## src/rtl/sprite_eval_pkg.sv

```systemverilog
package sprite_eval_pkg;

    localparam int BYTE_W    = 8;
    localparam int XPOS_W    = 9;
    localparam int ROWADDR_W = 11;
    localparam int COLOR_W   = 4;
    localparam logic [BYTE_W-1:0] END_Y = 8'hD0;
    localparam logic [XPOS_W-1:0] EARLY_SHIFT = 9'd32;

    typedef struct packed {
        logic [XPOS_W-1:0]    xpos;
        logic [ROWADDR_W-1:0] addr;
        logic [COLOR_W-1:0]   color;
    } slot_t;

endpackage

```

## src/rtl/sprite_attr_ram.sv

```systemverilog
module sprite_attr_ram #(
    parameter int ENTRIES = 32,
    localparam int IDX_W  = $clog2(ENTRIES),
    localparam int ADDR_W = $clog2(ENTRIES * 4)
) (
    input  logic              clk,
    input  logic              wr_en,
    input  logic [ADDR_W-1:0] wr_addr,
    input  logic [7:0]        wr_data,
    input  logic [IDX_W-1:0]  rd_idx,
    output logic [7:0]        rd_y,
    output logic [7:0]        rd_x,
    output logic [7:0]        rd_pat,
    output logic [7:0]        rd_attr
);
    logic [7:0] mem [ENTRIES*4];

    always_ff @(posedge clk) begin
        if (wr_en) begin
            mem[wr_addr] <= wr_data;
        end
    end

    assign rd_y    = mem[{rd_idx, 2'd0}];
    assign rd_x    = mem[{rd_idx, 2'd1}];
    assign rd_pat  = mem[{rd_idx, 2'd2}];
    assign rd_attr = mem[{rd_idx, 2'd3}];
endmodule

```

## src/rtl/sprite_hit_calc.sv

```systemverilog
module sprite_hit_calc
    import sprite_eval_pkg::*;
(
    input  logic [7:0] line,
    input  logic [7:0] ypos,
    input  logic [7:0] xpos,
    input  logic [7:0] pat,
    input  logic [7:0] attr,
    input  logic       big,
    input  logic       mag,
    output logic       hit,
    output slot_t      info
);
    logic [7:0] diff;
    logic [5:0] height;
    logic [3:0] row;

    always_comb begin
        // Y is stored one line early: the sprite starts on line Y+1
        diff   = line - (ypos + 8'd1);
        height = big ? 6'd16 : 6'd8;
        if (mag) begin
            height = {height[4:0], 1'b0};
        end
        hit = diff < {2'b00, height};
        row = mag ? diff[4:1] : diff[3:0];
        info.xpos  = {1'b0, xpos} - (attr[7] ? EARLY_SHIFT : '0);
        info.addr  = big ? {pat[7:2], 1'b0, row} : {pat, row[2:0]};
        info.color = attr[COLOR_W-1:0];
    end
endmodule

```

## src/rtl/sprite_line_eval.sv

```systemverilog
module sprite_line_eval
    import sprite_eval_pkg::*;
#(
    parameter int NUM_SPR  = 32,
    parameter int SLOTS    = 4,
    localparam int IDX_W   = $clog2(NUM_SPR),
    localparam int ADDR_W  = $clog2(NUM_SPR * 4),
    localparam int SLOT_W  = $clog2(SLOTS),
    localparam int CNT_W   = $clog2(SLOTS + 1)
) (
    input  logic                       clk,
    input  logic                       rst_n,
    input  logic                       wr_en_i,
    input  logic [ADDR_W-1:0]          wr_addr_i,
    input  logic [7:0]                 wr_data_i,
    input  logic [7:0]                 line_i,
    input  logic                       start_i,
    input  logic                       big_i,
    input  logic                       mag_i,
    output logic                       done_o,
    output logic [SLOTS-1:0]           slot_vld_o,
    output logic [SLOTS*IDX_W-1:0]     slot_idx_o,
    output logic [SLOTS*XPOS_W-1:0]    slot_x_o,
    output logic [SLOTS*ROWADDR_W-1:0] slot_addr_o,
    output logic [SLOTS*COLOR_W-1:0]   slot_color_o,
    output logic                       ovf_o,
    output logic [IDX_W-1:0]           fifth_o
);
    localparam logic [IDX_W-1:0] LAST_IDX = IDX_W'(NUM_SPR - 1);
    localparam logic [CNT_W-1:0] FULL_CNT = CNT_W'(SLOTS);

    typedef struct packed {
        logic                        busy;
        logic                        done;
        logic [IDX_W-1:0]            idx;
        logic [CNT_W-1:0]            cnt;
        logic                        ovf;
        logic [IDX_W-1:0]            fifth;
        logic [SLOTS-1:0]            vld;
        logic [SLOTS-1:0][IDX_W-1:0] sidx;
        slot_t [SLOTS-1:0]           slot;
    } state_t;

    state_t q, d;

    logic [7:0] ent_y, ent_x, ent_pat, ent_attr;
    logic       ent_hit;
    slot_t      ent_info;

    sprite_attr_ram #(.ENTRIES(NUM_SPR)) u_ram (
        .clk     (clk),
        .wr_en   (wr_en_i),
        .wr_addr (wr_addr_i),
        .wr_data (wr_data_i),
        .rd_idx  (q.idx),
        .rd_y    (ent_y),
        .rd_x    (ent_x),
        .rd_pat  (ent_pat),
        .rd_attr (ent_attr)
    );

    sprite_hit_calc u_hit (
        .line (line_i),
        .ypos (ent_y),
        .xpos (ent_x),
        .pat  (ent_pat),
        .attr (ent_attr),
        .big  (big_i),
        .mag  (mag_i),
        .hit  (ent_hit),
        .info (ent_info)
    );

    always_comb begin
        d      = q;
        d.done = 1'b0;
        if (start_i) begin
            d.busy  = 1'b1;
            d.idx   = '0;
            d.cnt   = '0;
            d.ovf   = 1'b0;
            d.fifth = '0;
            d.vld   = '0;
            d.sidx  = '0;
            d.slot  = '0;
        end else if (q.busy) begin
            if (ent_y == END_Y) begin
                d.busy  = 1'b0;
                d.done  = 1'b1;
                d.fifth = q.idx;
            end else if (ent_hit && (q.cnt == FULL_CNT)) begin
                d.busy  = 1'b0;
                d.done  = 1'b1;
                d.ovf   = 1'b1;
                d.fifth = q.idx;
            end else begin
                if (ent_hit) begin
                    d.vld[q.cnt[SLOT_W-1:0]]  = 1'b1;
                    d.sidx[q.cnt[SLOT_W-1:0]] = q.idx;
                    d.slot[q.cnt[SLOT_W-1:0]] = ent_info;
                    d.cnt = q.cnt + CNT_W'(1);
                end
                if (q.idx == LAST_IDX) begin
                    d.busy  = 1'b0;
                    d.done  = 1'b1;
                    d.fifth = q.idx;
                end else begin
                    d.idx = q.idx + IDX_W'(1);
                end
            end
        end
    end

    always_ff @(posedge clk or negedge rst_n) begin
        if (!rst_n) begin
            q <= '0;
        end else begin
            q <= d;
        end
    end

    assign done_o     = q.done;
    assign ovf_o      = q.ovf;
    assign fifth_o    = q.fifth;
    assign slot_vld_o = q.vld;

    for (genvar i = 0; i < SLOTS; i++) begin : g_slot
        assign slot_idx_o[i*IDX_W +: IDX_W]           = q.sidx[i];
        assign slot_x_o[i*XPOS_W +: XPOS_W]           = q.slot[i].xpos;
        assign slot_addr_o[i*ROWADDR_W +: ROWADDR_W]  = q.slot[i].addr;
        assign slot_color_o[i*COLOR_W +: COLOR_W]     = q.slot[i].color;
    end
endmodule

```

## config.mk

```make
export PLATFORM = sky130hd
export DESIGN_NAME = sprite_line_eval
export DESIGN_NICKNAME = d
export VERILOG_FILES = /design/src/rtl/sprite_eval_pkg.sv /design/src/rtl/sprite_attr_ram.sv /design/src/rtl/sprite_hit_calc.sv /design/src/rtl/sprite_line_eval.sv
export SDC_FILE = /design/constraint.sdc
export NUM_CORES = 1
export LEC_CHECK = 0
export BUFFER_PORTS_ARGS = -buffer_cell sky130_fd_sc_hd__clkbuf_2
export CORE_ASPECT_RATIO = 0.9
export CORE_MARGIN = 2
export CORE_UTILIZATION = 66
export CTS_BUF_LIST = sky130_fd_sc_hd__clkbuf_16
export CTS_CLUSTER_SIZE = 12
export DETAILED_ROUTE_END_ITERATION = 8
export GPL_TIMING_DRIVEN = 0
export HOLD_SLACK_MARGIN = 0.1
export PLACE_DENSITY = 0.91
export SETUP_SLACK_MARGIN = 0.15
export SLEW_MARGIN = 20
export SYNTH_ARGS = -nofsm -noshare
export SYNTH_HDL_FRONTEND = slang
export SYNTH_SLANG_ARGS = --single-unit
export TNS_END_PERCENT = 50
```

## constraint.sdc

```tcl
create_clock -name clk -period 7.5 [get_ports clk]
set_clock_uncertainty 0.2 [all_clocks]
set_input_delay 1.125 -clock clk [delete_from_list [all_inputs] [get_ports clk]]
set_output_delay 1.125 -clock clk [all_outputs]
set_load 0.02 [all_outputs]
```

==> results of run 1 <==
repair_timing:
action                     CTS  global route
setup endpoints to repair    0            76
gates resized for setup      0             3
setup buffers                0             0
critical path: stages (launching register included):
cell       delay (ns)
dfrtp_1          0.57
buf_6            0.26
buf_12           0.20
buf_12           0.19
buf_12           0.17
buf_8            0.19
buf_6            0.27
mux2i_1          0.46
nor2_1           0.15
a211oi_2         0.42
a31o_2           0.31
ha_1             0.22
inv_1            0.08
fa_1             0.44
nor2b_1          0.17
o31a_1           0.20
a21oi_1          0.09
ha_1             0.23
nor4b_1          0.25
nor3_1           0.12
nor3_2           0.39
nand4bb_1        0.44
nor2_2           0.47
buf_2            0.39
a211oi_2         0.14
synth_stat cells, drive strengths merged, types with 2 or more instances:
library cell / number / area, um^2
a211oi: 20 / 200
a21oi: 43 / 256
a22o: 4 / 35.0
a22oi: 8 / 60.1
a2bb2o: 2 / 20.0
a31oi: 9 / 101
and3: 5 / 46.3
and3b: 2 / 21.3
and4: 2 / 17.5
buf: 186 / 1460
clkbuf: 56 / 221
dfrtp: 136 / 3400
edfxtp: 928 / 27900
ha: 21 / 263
inv: 14 / 52.6
mux2: 9 / 101
mux2i: 98 / 993
mux4: 257 / 5820
nand2: 27 / 101
nand2b: 54 / 338
nand3: 21 / 105
nand3b: 4 / 30.0
nand4: 9 / 101
nor2: 143 / 537
nor2b: 16 / 100
nor3: 14 / 75.1
nor4: 2 / 12.5
o21a: 2 / 15.0
o21ai: 16 / 80.1
o221ai: 11 / 103
o22ai: 2 / 12.5
o2bb2ai: 53 / 470
o31ai: 2 / 15.0
o32ai: 2 / 17.5
or2: 4 / 25.0
or3: 5 / 31.3
or4: 4 / 30.0
xor2: 3 / 26.3
routing by layer:
metal	vias up	GRT usage, %
met5	-	0
met1	12900	50.9
li1	9312	-
met3	814	13.6
met2	3161	61.7
met4	8	25.8
path summary, 6_finish.rpt:
check                                 start               end  cells after the start
setup / recovery                     q[129]       slot_x_o[2]                     24
hold / removal                        rst_n    slot_addr_o[6]                      1
setup reg to reg                     q[129]       slot_x_o[2]                     24
hold reg to reg            slot_color_o[15]  slot_color_o[15]                      1
max in group asynchronous             rst_n     slot_idx_o[7]                      2
min in group clk           slot_color_o[15]  slot_color_o[15]                      1
power groups by stage:
stage          Sequential, mW  Combinational, mW  Clock [mW]
5_1_grt                  6.56               1.54        4.91
3_3_place_gp             6.68               1.29           0
6_report                 6.56               1.51        4.78
4_1_cts                  6.55               1.45        4.73
3_5_place_dp             6.67               1.38           0
2_1_floorplan            6.66              0.866           0
cells by family after synthesis:
kind of cell	after synthesis	share of synthesized area (%)
flops	1064	72.0
fa+ha+maj	22	0.651
compound gates	186	3.50
simple gates	319	3.76
mux	364	15.9
buf+inv	257	4.01
xor+xnor	5	0.133
registers in the layout (all words and copies together), names as in the netlist, 4 cells and up:
register      count
slot_x_o         36
slot_idx_o       20
u_ram.mem       928
slot_addr_o      44
q                 9
slot_color_o     16
fifth_o           5
slot_vld_o        4
cell type report:
cell class | instances | share of cell area [%]
Sequential cell | 1064 | 64.5
Buffer | 242 | 3.49
Tap cell | 864 | 2.23
Multi-Input combinational cell | 896 | 21.6
Inverter | 15 | 0.116
Timing Repair Buffer | 156 | 1.98
Clock buffer | 106 | 5.48
Clock inverter | 48 | 0.514
Antenna cell | 2 | 0.0103
==> flow_metrics.env, run 1 <==
export IMPL_outcome="finished clean"
export IMPL_setup_ws_ns=0.278
export IMPL_grt_start_max_net_pins=129
export IMPL_whs_ns=0.134
export IMPL_wl_per_cell_um=39.7
export IMPL_yosysSeqAreaShare_pct=72.0
export IMPL_core_region_area_um2=65400
export IMPL_ys_flop_type="edfxtp_1"
export IMPL_slew_viol_final=0
export IMPL_reg2reg_slack_ns=0.28
export IMPL_antenna_found_initial=7
export IMPL_start_util_pct=66.4
export IMPL_synthesis_area_um2=43400
export IMPL_tightest_slew_ns=1.26
export IMPL_maxCapViolCount=0
export IMPL_clockRootBuffer="clkbuf_16"
export IMPL_finalCriticalPeriod_ns=7.22
export IMPL_dp_hpwl_um=77200
export IMPL_pwr_share_seq_pct=51.0
export IMPL_ant_nets=0
export IMPL_p_leak_nw=16.6
export IMPL_globalplace_congestion=0.882
export IMPL_worst_ep_required_time_ns=7.83
export IMPL_dieHeight_um=247
export IMPL_fillers=3140
export IMPL_die_area_um2=67900
export IMPL_htreeDepth=3
export IMPL_p_per_area_nw_per_um2=265
export IMPL_tns_ns=0
export IMPL_dr_wl_met3_um=20700
export IMPL_syn_inst=2217
export IMPL_clockBufferDepth=3
export IMPL_syn_to_final_growth_pct=11.6
export IMPL_pin_count=156
export IMPL_p_int_mw=9.58
export IMPL_cts_buffers=102
export IMPL_fin_area_um2=48400
export IMPL_post_dp_cell_area_um2=45500
export IMPL_vias=26200
export IMPL_cts_tree="yes"
export IMPL_setup_viol=0
export IMPL_top_layer="met5"
export IMPL_finalHoldViolCount=0
export IMPL_first_global_vias=25800
export IMPL_overflow=0
export IMPL_numPortBuffers=150
export IMPL_dp_cells=3237
export IMPL_fin_cells=3393
export IMPL_ys_ff_latch=1064
export IMPL_switchingPower_mw=3.27
export IMPL_finalPower_mw=12.9
export IMPL_grt_total_usage_pct=40.6
export IMPL_p_sw_share_pct=25.5
export IMPL_final_cell_mix="edfxtp_1, mux4_2, clkbuf_2, nor2_1, dfrtp_1"
export IMPL_routed_wl_um=135000
export IMPL_synth_area_per_cell_um2=19.6
export IMPL_dr_pass1_iters=6
export IMPL_yosysUniqueCellTypes=80
export IMPL_final_util_pct=74.1
export IMPL_drive_above_1_share_pct=30.8
export IMPL_syn_num_nets=2268
export IMPL_clk_pin_slew_ns=0.07
export IMPL_clock_latency_ns=0.72
export IMPL_min_period_over_period_pct=96.3
export IMPL_nets=2528
export IMPL_seqCellArea_um2=31300
export IMPL_slew_headroom_pct=16.0
export IMPL_pre_cts_slack_ns=0.429
export IMPL_power_frac_clock_pct=37.2
export IMPL_synth_edf_count=928
export IMPL_yosysWarnings=0
export IMPL_multi_input_area_um2=10500
export IMPL_crit_type="flop to flop"
export IMPL_wl_met1_um=41400
export IMPL_hold_buffers=0
export IMPL_viasPerCell=7.72
export IMPL_row_count=89
export IMPL_dieWidth_um=274
export IMPL_synth_async_reset_ratio_pct=12.8
export IMPL_clkSinkCount=1064
export IMPL_cp_max_fo=10
export IMPL_drc_errors=0
export IMPL_vdd_drop_max_mv=0.199
export IMPL_met2_length_um=61100
export IMPL_hold_class="primary input to asynchronous set/reset pin"
export IMPL_power_frac_comb_pct=11.8
export IMPL_mostFrequentLayoutCell="edfxtp_1"
export IMPL_crit_path_end_kind="flop"
export IMPL_rsz0062_at_grt="false"
export IMPL_fmaxAchievable_ghz=0.138
export IMPL_cp_arrival_ns=7.55
export IMPL_drtIter0Drc=5106
export IMPL_grt_pass1_wl_um=190000
export IMPL_cp_start_kind="flop"
Power figures use the tool's default switching activity.
==> inputs of run 2 (changes only) <==
--- a/config.mk
+++ b/config.mk
@@ -15,5 +15,5 @@
 export GPL_TIMING_DRIVEN = 0
 export HOLD_SLACK_MARGIN = 0.1
-export PLACE_DENSITY = 0.91
+export PLACE_DENSITY = 0.84
 export SETUP_SLACK_MARGIN = 0.15
 export SLEW_MARGIN = 20
==> constraint.sdc (replaced) <==
create_clock -name clk -period 7.5 [get_ports clk]
set_clock_uncertainty 0.2 [all_clocks]
set_input_delay 0.375 -clock clk [delete_from_list [all_inputs] [get_ports clk]]
set_output_delay 0.375 -clock clk [all_outputs]
set_load 0.02 [all_outputs]
==> flow_metrics.env, run 2 (synthesized netlist as in run 1, its figures left out) <==
export IMPL_worst_ep_required_time_ns=7.81
export IMPL_cp_start_kind="flop"
export IMPL_cts_tree="yes"
export IMPL_clkSinkCount=1064
export IMPL_pre_cts_slack_ns=0.668
export IMPL_final_cell_mix="edfxtp_1, mux4_2, clkbuf_2, nor2_1"
export IMPL_clock_latency_ns=0.71
export IMPL_clk_pin_slew_ns=0.06
export IMPL_core_region_area_um2=65400
export IMPL_cts_buffers=103
export IMPL_clockBufferDepth=3
export IMPL_dr_pass1_iters=7
export IMPL_maxCapViolCount=0
export IMPL_first_global_vias=24700
export IMPL_pin_count=156
export IMPL_drtIter0Drc=3964
export IMPL_mostFrequentLayoutCell="edfxtp_1"
export IMPL_finalPower_mw=12.7
export IMPL_p_leak_nw=16.6
export IMPL_cp_max_fo=10
export IMPL_min_period_over_period_pct=91.0
export IMPL_nets=2537
export IMPL_dieWidth_um=274
export IMPL_start_util_pct=66.4
export IMPL_crit_path_end_kind="flop"
export IMPL_fin_area_um2=48500
export IMPL_finalCriticalPeriod_ns=6.83
export IMPL_antenna_found_initial=1
export IMPL_routed_wl_um=121000
export IMPL_top_register="u_ram.mem"
export IMPL_clockRootBuffer="clkbuf_16"
export IMPL_syn_to_final_growth_pct=11.7
export IMPL_vdd_drop_max_mv=0.222
export IMPL_fin_cells=3406
export IMPL_cp_arrival_ns=7.14
export IMPL_wl_per_cell_um=35.7
export IMPL_dieHeight_um=247
export IMPL_outcome="finished clean"
export IMPL_slew_headroom_pct=15.6
export IMPL_crit_type="flop to flop"
export IMPL_dp_hpwl_um=71800
export IMPL_htreeDepth=3
export IMPL_overflow=0
export IMPL_slew_viol_final=0
export IMPL_globalplace_congestion=0.880
export IMPL_grt_pass1_wl_um=172000
export IMPL_setup_ws_ns=0.673
export IMPL_tns_ns=0
export IMPL_grt_start_max_net_pins=129
export IMPL_dp_cells=3239
export IMPL_fmaxAchievable_ghz=0.146
export IMPL_die_area_um2=67900
export IMPL_rsz0062_at_grt="false"
export IMPL_finalHoldViolCount=0
export IMPL_numPortBuffers=150
export IMPL_post_dp_cell_area_um2=45500
export IMPL_final_util_pct=74.2
export IMPL_drc_errors=0
export IMPL_hold_class="primary input to flop"
export IMPL_grt_total_usage_pct=36.1
export IMPL_whs_ns=0.110
export IMPL_postCtsSetupBuffers=0
export IMPL_drive_above_1_share_pct=30.6
export IMPL_ant_nets=0
export IMPL_largest_register_ffs=928
export IMPL_p_per_area_nw_per_um2=261
export IMPL_row_count=89
export IMPL_viasPerCell=7.38
export IMPL_vias=25100
export IMPL_setup_viol=0
export IMPL_tightest_slew_ns=1.27
[run 2: cell count changes in the layout (fill, tap and decap cells not counted), moves of 2 or more]
cell           change
buf_12             +2
clkbuf_16          -3
clkinv_1           +7
clkinv_2           -2
dlygate4sd3_1      +5
inv_6              +3
mux2i_1            +3
mux2i_2            -3
nor2_1             -3
nor2_2             +3
[run 2: critical path: stages, from the launching register on]
cell and delay (ns):
dfrtp_1 0.52, buf_6 0.27, buf_12 0.19, buf_12 0.17, buf_12 0.16, buf_8 0.18
buf_6 0.24, mux2i_1 0.36, nor2_1 0.08, a211oi_1 0.49, a31o_2 0.30, ha_1 0.21
inv_1 0.07, fa_1 0.44, nor2b_1 0.17, o31a_1 0.20, a21oi_1 0.09, ha_1 0.23
nor4b_1 0.29, nor3_1 0.14, nor3_2 0.32, nand4bb_1 0.38, nor2_2 0.40, buf_2 0.37
a211oi_2 0.12
[run 2: path summary, 6_finish.rpt]
path,from,end,slack [ns],cells past startpoint
setup reg to reg,q[129],slot_addr_o[5],0.67,24
hold / removal,wr_data_i[4],u_ram.mem[120][4],0.11,1
max in group asynchronous,rst_n,slot_x_o[26],6.07,4
min in group asynchronous,rst_n,slot_x_o[1],0.58,4
setup / recovery,q[129],slot_addr_o[5],0.67,24
hold reg to reg,slot_addr_o[38],slot_addr_o[38],0.29,1
[run 2: metal layers]
| layer | wire, um | up-vias | GRT usage [%] |
|---|---|---|---|
| li1 | - | 9329 | - |
| met4 | 6770 | 0 | 16.5 |
| met1 | 40400 | 12700 | 47.9 |
| met3 | 17300 | 554 | 10.8 |
| met2 | 57000 | 2572 | 56.3 |
| met5 | 0 | - | 0.213 |
[run 2: what timing repair did]
item	CTS	global route
resized for setup	0	2
setup endpoints to repair	0	20
hold buffers	6	0
endpoints found under the hold margin	205	0
[run 2: cell type report]
class                   count  area, um^2
clock inverters            56         280
multi-input cells         896       10500
repair buffers            164        1060
flip-flops and latches   1064       31300
diodes                      2        5.00
clock buffers             103        2580
inverters                  15        56.3
fillers                  3379       16900
well taps                 864        1080
plain buffers             242        1690
[run 2: power breakdown]
group	internal [mW]	switching [mW]	total, mW
combinational	0.554	0.885	1.44
clock	2.46	2.20	4.66
sequential	6.51	0.0432	6.55
